==> src/rtl/rgbg_pkg.sv <==
package rgbg_pkg;
  localparam int DATA_W = 8;
  localparam int NIB_W  = 4;
  localparam int GAIN_W = DATA_W + NIB_W;
  localparam int IDX_W  = 5;
  localparam int NREG   = 1 << IDX_W;

  localparam logic [IDX_W-1:0] A_ID0  = 5'h00;
  localparam logic [IDX_W-1:0] A_ID1  = 5'h01;
  localparam logic [IDX_W-1:0] A_ID2  = 5'h02;
  localparam logic [IDX_W-1:0] A_DSEL = 5'h03;
  localparam logic [IDX_W-1:0] A_CTRL = 5'h10;
  localparam logic [IDX_W-1:0] A_TIA  = 5'h1C;

  localparam logic [DATA_W-1:0] ID0_VAL = 8'h28;
  localparam logic [DATA_W-1:0] ID1_VAL = 8'hE0;
  localparam logic [DATA_W-1:0] ID2_VAL = 8'h00;

  typedef enum logic [1:0] {COL_BLUE = 2'd0, COL_RED = 2'd1, COL_GREEN = 2'd2} colour_t;

  // nibble register of a colour; high and low uppers follow at +1 and +2
  function automatic logic [IDX_W-1:0] gain_base(input int c);
    return IDX_W'(5'h11 + 3 * c);
  endfunction

  function automatic logic [IDX_W-1:0] st_addr(input int c);
    case (c)
      0:       return 5'h1E;
      1:       return 5'h1A;
      default: return 5'h1B;
    endcase
  endfunction

  function automatic bit is_writable(input logic [IDX_W-1:0] i);
    return (i == A_DSEL) || (i >= 5'h10 && i <= 5'h1C) || (i == 5'h1E);
  endfunction

  function automatic bit is_st(input logic [IDX_W-1:0] i);
    return (i == 5'h1A) || (i == 5'h1B) || (i == 5'h1E);
  endfunction

  function automatic bit is_nibble(input logic [IDX_W-1:0] i);
    return (i == 5'h11) || (i == 5'h14) || (i == 5'h17);
  endfunction

  function automatic bit is_upper(input logic [IDX_W-1:0] i);
    return (i >= 5'h11 && i <= 5'h19) && !is_nibble(i);
  endfunction

  function automatic logic [DATA_W-1:0] reset_val(input logic [IDX_W-1:0] i);
    if (i == A_DSEL)   return 8'h43;
    if (is_nibble(i))  return 8'hFF;
    if (is_upper(i))   return 8'h7F;
    return 8'h00;
  endfunction

  // shapes a write byte into what the register keeps
  function automatic logic [DATA_W-1:0] store_val(input logic [IDX_W-1:0] i,
                                                  input logic [DATA_W-1:0] d);
    if (is_st(i))   return d[7] ? {1'b1, d[6:4], 1'b0, d[2:0]} : 8'h00;
    if (i == A_TIA) return {4'h0, d[3:0]};
    return d;
  endfunction
endpackage

==> src/rtl/rgbg_regs.sv <==
module rgbg_regs
  import rgbg_pkg::*;
#(
  parameter int ADDR_W = 7
) (
  input  logic                   clk,
  input  logic                   rst,
  input  logic                   bus_wr,
  input  logic                   bus_rd,
  input  logic [ADDR_W-1:0]      bus_addr,
  input  logic [DATA_W-1:0]      bus_wdata,
  output logic [DATA_W-1:0]      bus_rdata,
  output logic [NREG*DATA_W-1:0] reg_flat
);
  localparam int HI_W = ADDR_W - IDX_W;

  logic [DATA_W-1:0] regs_q [NREG];
  logic [IDX_W-1:0]  idx;
  logic              in_range;
  logic [DATA_W-1:0] rd_val;

  assign idx      = bus_addr[IDX_W-1:0];
  assign in_range = (bus_addr[ADDR_W-1:IDX_W] == HI_W'(0));

  always_ff @(posedge clk) begin
    if (rst) begin
      for (int i = 0; i < NREG; i++) regs_q[i] <= reset_val(IDX_W'(i));
    end else if (bus_wr && in_range && is_writable(idx)) begin
      regs_q[idx] <= store_val(idx, bus_wdata);
    end
  end

  always_comb begin
    rd_val = '0;
    if (in_range) begin
      case (idx)
        A_ID0:   rd_val = ID0_VAL;
        A_ID1:   rd_val = ID1_VAL;
        A_ID2:   rd_val = ID2_VAL;
        default: rd_val = is_writable(idx) ? regs_q[idx] : '0;
      endcase
    end
  end

  always_ff @(posedge clk) begin
    if (rst)         bus_rdata <= '0;
    else if (bus_rd) bus_rdata <= rd_val;
  end

  for (genvar g = 0; g < NREG; g++) begin : g_flat
    assign reg_flat[g*DATA_W +: DATA_W] = regs_q[g];
  end

  assert_id0_read_R1: assert property (@(posedge clk) disable iff (rst)
    (bus_rd && bus_addr == ADDR_W'(0)) |=> bus_rdata == 8'h28);
  assert_unused_read_R10: assert property (@(posedge clk) disable iff (rst)
    (bus_rd && bus_addr == ADDR_W'(7'h1D)) |=> bus_rdata == 8'h00);
  assert_read_hold_R12: assert property (@(posedge clk) disable iff (rst)
    !bus_rd |=> $stable(bus_rdata));
endmodule

==> src/rtl/rgbg_select.sv <==
module rgbg_select
  import rgbg_pkg::*;
(
  input  logic                   clk,
  input  logic                   rst,
  input  logic                   bank_pin,
  input  logic [NREG*DATA_W-1:0] reg_flat,
  output logic [GAIN_W-1:0]      gain_word,
  output logic [1:0]             tia_code,
  output logic                   st_enable,
  output logic [2:0]             st_time,
  output logic [2:0]             st_mag,
  output logic                   sleep,
  output logic                   deglitch_en,
  output logic                   test_en,
  output logic [DATA_W-1:0]      dev_select
);
  localparam int NCOL = 3;

  logic [DATA_W-1:0] ctrl, tia_r;
  logic [GAIN_W-1:0] word_hi [NCOL];
  logic [GAIN_W-1:0] word_lo [NCOL];
  logic [DATA_W-1:0] st_r    [NCOL];
  logic              bank_hi;
  colour_t           col;

  assign ctrl  = reg_flat[A_CTRL*DATA_W +: DATA_W];
  assign tia_r = reg_flat[A_TIA*DATA_W +: DATA_W];

  for (genvar c = 0; c < NCOL; c++) begin : g_col
    localparam int NB = int'(gain_base(c));
    localparam int SA = int'(st_addr(c));
    logic [DATA_W-1:0] nib, up_hi, up_lo;
    assign nib        = reg_flat[NB*DATA_W +: DATA_W];
    assign up_hi      = reg_flat[(NB+1)*DATA_W +: DATA_W];
    assign up_lo      = reg_flat[(NB+2)*DATA_W +: DATA_W];
    assign word_hi[c] = {up_hi, nib[7:4]};
    assign word_lo[c] = {up_lo, nib[3:0]};
    assign st_r[c]    = reg_flat[SA*DATA_W +: DATA_W];
  end

  assign bank_hi = bank_pin & ctrl[7];

  always_comb begin
    if (ctrl[5])      col = COL_BLUE;
    else if (ctrl[4]) col = COL_RED;
    else              col = COL_GREEN;
  end

  always_ff @(posedge clk) begin
    if (rst) begin
      gain_word   <= '0;
      tia_code    <= '0;
      st_enable   <= 1'b0;
      st_time     <= '0;
      st_mag      <= '0;
      sleep       <= 1'b1;
      deglitch_en <= 1'b0;
      test_en     <= 1'b0;
      dev_select  <= '0;
    end else begin
      gain_word   <= bank_hi ? word_hi[col] : word_lo[col];
      tia_code    <= bank_hi ? tia_r[3:2] : tia_r[1:0];
      st_enable   <= st_r[col][7];
      st_time     <= st_r[col][6:4];
      st_mag      <= st_r[col][2:0];
      sleep       <= ~ctrl[0];
      deglitch_en <= ctrl[6];
      test_en     <= ctrl[3];
      dev_select  <= reg_flat[A_DSEL*DATA_W +: DATA_W];
    end
  end

  assert_st_fields_zero_R7: assert property (@(posedge clk) disable iff (rst)
    !st_enable |-> (st_time == 3'd0 && st_mag == 3'd0));
  assert_sleep_follows_R11: assert property (@(posedge clk) disable iff (rst)
    1'b1 |=> sleep == !$past(ctrl[0]));
  assert_pin_low_bank_R4: assert property (@(posedge clk) disable iff (rst)
    !bank_pin |=> tia_code == $past(tia_r[1:0]));
  assert_blue_gain_R5: assert property (@(posedge clk) disable iff (rst)
    (ctrl[5] && !bank_hi) |=> gain_word == $past(word_lo[0]));
endmodule

==> src/rtl/rgb_gain_regfile.sv <==
module rgb_gain_regfile
  import rgbg_pkg::*;
#(
  parameter int ADDR_W = 7
) (
  input  logic              clk,
  input  logic              rst,
  input  logic              bus_wr,
  input  logic              bus_rd,
  input  logic [ADDR_W-1:0] bus_addr,
  input  logic [7:0]        bus_wdata,
  output logic [7:0]        bus_rdata,
  input  logic              bank_pin,
  output logic [11:0]       gain_word,
  output logic [1:0]        tia_code,
  output logic              st_enable,
  output logic [2:0]        st_time,
  output logic [2:0]        st_mag,
  output logic              sleep,
  output logic              deglitch_en,
  output logic              test_en,
  output logic [7:0]        dev_select
);
  logic [NREG*DATA_W-1:0] reg_flat;

  rgbg_regs #(.ADDR_W(ADDR_W)) u_regs (
    .clk       (clk),
    .rst       (rst),
    .bus_wr    (bus_wr),
    .bus_rd    (bus_rd),
    .bus_addr  (bus_addr),
    .bus_wdata (bus_wdata),
    .bus_rdata (bus_rdata),
    .reg_flat  (reg_flat)
  );

  rgbg_select u_sel (
    .clk         (clk),
    .rst         (rst),
    .bank_pin    (bank_pin),
    .reg_flat    (reg_flat),
    .gain_word   (gain_word),
    .tia_code    (tia_code),
    .st_enable   (st_enable),
    .st_time     (st_time),
    .st_mag      (st_mag),
    .sleep       (sleep),
    .deglitch_en (deglitch_en),
    .test_en     (test_en),
    .dev_select  (dev_select)
  );
endmodule

==> config.mk <==
export PLATFORM = sky130hd
export DESIGN_NAME = rgb_gain_regfile
export DESIGN_NICKNAME = d
export VERILOG_FILES = /design/src/rtl/rgbg_pkg.sv /design/src/rtl/rgbg_regs.sv /design/src/rtl/rgbg_select.sv /design/src/rtl/rgb_gain_regfile.sv
export SDC_FILE = /design/constraint.sdc
export NUM_CORES = 1
export LEC_CHECK = 0
export BUFFER_PORTS_ARGS = -buffer_cell sky130_fd_sc_hd__buf_4
export CAP_MARGIN = 20
export CORE_ASPECT_RATIO = 0.8
export CORE_MARGIN = 8
export CORE_UTILIZATION = 40
export DETAILED_ROUTE_END_ITERATION = 16
export GPL_TIMING_DRIVEN = 0
export SETUP_SLACK_MARGIN = 0.3
export SLEW_MARGIN = 20
export SYNTH_ARGS = -nofsm -noshare
export SYNTH_HDL_FRONTEND = slang
export SYNTH_SLANG_ARGS = --single-unit
==> constraint.sdc <==
create_clock -name clk -period 2.4 [get_ports clk]
set_input_delay 0.48 -clock clk [delete_from_list [all_inputs] [get_ports clk]]
set_output_delay 0.48 -clock clk [all_outputs]
set_load 0.03 [all_outputs]
==> impl_metrics.tcl <==
set metrics [dict create \
    slowest_stage "or2_1" \
    drtPass1Iterations 6 \
    wl_per_cell_um 24.3 \
    maxSlewHeadroom_pct 44.6 \
    yosysSeqAreaShare_pct 64.3 \
    nets 1016 \
    grt_pass1_wl_um 48700 \
    initial_core_util_pct 40.4 \
    start_kind "input pin" \
    cts_made_buffers 26 \
    io_pins 60 \
    track_usage_pct 20.1 \
    grt_max_degree 14 \
    die_h_um 164 \
    antenna_found_initial 1 \
    grt_remaining_overflow 0 \
    seq_area_mm2 0.00705 \
    post_drt_via_cell_ratio 5.40 \
    max_freq_ghz 0.470 \
    synthArstFlopShare_pct 0 \
    port_buffers 57 \
    grt_pass1_vias 7247 \
    wl_um 33500 \
    cp_max_fo 10 \
    max_cap_violations 0 \
    final_antenna_net_count 0 \
    cp.arrival_ns 2.40 \
    final_area_mm2 0.0133 \
    path_cells "buf_4 > buf_6 > buf_12 > buf_6 > a211o_1 > or2_1 > nand2_2 > buf_4 > nand2_1" \
    root_buffer "clkbuf_16" \
    ir_drop_mv 0.486 \
    place_ws_ns -0.553 \
    final_hold_viol_count 0 \
    clockBufferDepth 3 \
    die_w_um 201 \
    drtIter0Drc 954 \
    clkLatencyLatePin_ns 0.54 \
    dpl.hpwl_um 24100 \
    post-route-util_pct 49.0 \
    setup_tns_ns 0 \
    cts_tree "done" \
    die-area_mm2 0.0330 \
    gp_congestion 0.942 \
    crit_type "in2reg" \
    worst_slack_ns 0.272 \
    min_period_over_period_pct 88.7 \
    clkSinkCount 248 \
    hold_class "in2reg" \
    synth.avg_cell_area_um2 13.6 \
    place_area_mm2 0.0122 \
    rsz0062_at_grt "true" \
    finalCriticalPeriod_ns 2.13 \
    via_count 7459 \
    area_growth_pct 21.1 \
    synth_edf_count 208 \
    p_leak_uw 0.00492 \
    ys_warn_count 0 \
    multi_input_area_mm2 0.00395 \
    rows 54 \
    powerDensity_mw_per_mm2 775 \
    status "completed" \
    synthCells 805 \
    layout-drive-gt1-share_pct 21.0 \
    fill_cells 2416 \
    ys.flop_type "edfxtp_1" \
    clk_pin_slew_worst_paths_ns 0.06 \
    setup_viol 0 \
    crit_path_end_kind "flop" \
    worstPathRequired_ns 2.67 \
    finalMaxSlewViolations 0 \
    core_area_mm2 0.0271 \
    worst_pin_slew_ns 0.831 \
    cts_max_level 1 \
    slowest_delay_ns 0.32 \
    drc_errors 0 \
    syn-cell-area_mm2 0.0110 \
    yosysUniqueCellTypes 55 \
    holdWs_ns 0.286 \
    fin_skew_ns 0.0143 \
    ys_ff_latch 248 \
]
## cell usage in the layout (no fill, tap or decap), drive strengths merged, types with 11 or more instances in the layout
master,Yosys,layout
conb,1,95
mux4,50,50
nand3,20,20
clkbuf,41,84
a21oi,26,26
buf,30,98
edfxtp,208,208
or2,11,11
mux2i,39,39
o21ai,37,37
nor2b,12,12
nand2,137,137
dfxtp,40,40
nor2,81,81
## metal layers
metal	vias to the layer above	global-route usage (%)	part of all wire (%)
li1	3272	-	-
met3	61	6.66	12
met2	425	28.3	41
met4	0	6.31	3.0
met5	-	0	0
met1	3701	28.8	45
## flip-flops by register name, summed over array words and instances (netlist names)
signal             cells
u_sel.tia_code         2
u_sel.gain_word       12
u_regs.regs_q        208
u_sel.test_en          1
u_sel.deglitch_en      1
u_sel.st_enable        1
u_regs.bus_rdata       8
u_sel.dev_select       8
u_sel.st_time          3
u_sel.st_mag           3
u_sel.sleep            1
## cell families (layout without fill, tap and decap cells)
logic type / Yosys count / count (layout) / share of synthesized area (%)
other: 1 / 96 / 0.0342
buffers and inverters: 75 / 192 / 3.77
DFF: 248 / 248 / 64.3
AOI/OAI and AO/OA: 93 / 93 / 5.10
and+or+nand+nor: 297 / 297 / 12.2
muxes: 91 / 91 / 14.6
## power breakdown
part           internal (uW)  total [uW]  switching [uW]  leakage, uW
sequential              4950        5080             133      0.00237
clock                   2440        4120            1670     0.000437
combinational            394        1080             681      0.00211
total                   7790       10300            2490      0.00492
## area by class of cell
type | count | share of cell area, %
inverters | 4 | 0.113
multi-input cells | 576 | 29.8
diodes | 1 | 0.0189
repair buffers | 69 | 3.90
plain buffers | 71 | 3.04
well taps | 364 | 3.43
clock buffers | 42 | 6.21
clock inverters | 6 | 0.415
flip-flops and latches | 248 | 53.1
## worst paths after layout
kind,slack [ns],cells after the start,to,from
hold reg to reg,0.45,2,u_regs.bus_rdata[1]$_SDFFE_PP0P_,u_regs.bus_rdata[1]$_SDFFE_PP0P_
setup reg to reg,0.40,4,u_regs.bus_rdata[1]$_SDFFE_PP0P_,u_regs.regs_q[30][1]$_SDFFCE_PN0P_
hold / removal,0.29,4,u_regs.bus_rdata[1]$_SDFFE_PP0P_,bus_rd
setup / recovery,0.27,9,u_regs.regs_q[23][1]$_SDFFCE_PN1P_,bus_addr[0]
## what timing repair did
item,4_1_cts,5_1_grt
hold buffers,0,0
pin swaps,3,4
gates resized for setup,14,11
endpoints found under the hold margin,0,0
setup endpoints to repair,127,132
setup buffers,6,6
## per-stage QoR
step           total power, uW  std cells
2_1_floorplan             5750        899
3_3_place_gp              6190       1320
3_5_place_dp              6200       1320
4_1_cts                  10300       1374
5_1_grt                  10600       1380
6_report                 10300       1381
## critical path, delay by kind of cell
kind | cells | cell delay [ns]
AOI/OAI and AO/OA | 1 | 0.31
buffers and inverters | 5 | 0.93
and+or+nand+nor | 3 | 0.64
## synthesized netlist by cell type (10+ instances only)
cell / number / area share, %
edfxtp_1: 208 / 57
nand2_1: 134 / 4.6
nor2_1: 80 / 2.7
clkbuf_1: 41 / 1.4
dfxtp_1: 40 / 7.3
mux2i_1: 39 / 3.6
mux4_2: 33 / 6.8
o21ai_0: 29 / 1.3
a21oi_1: 26 / 1.2
nand3_1: 20 / 0.91
mux4_1: 17 / 4.1
buf_2: 12 / 0.55
buf_4: 12 / 0.82
nor2b_1: 12 / 0.69
nand2b_1: 10 / 0.57
No activity file was read; power rests on OpenSTA's default activity.
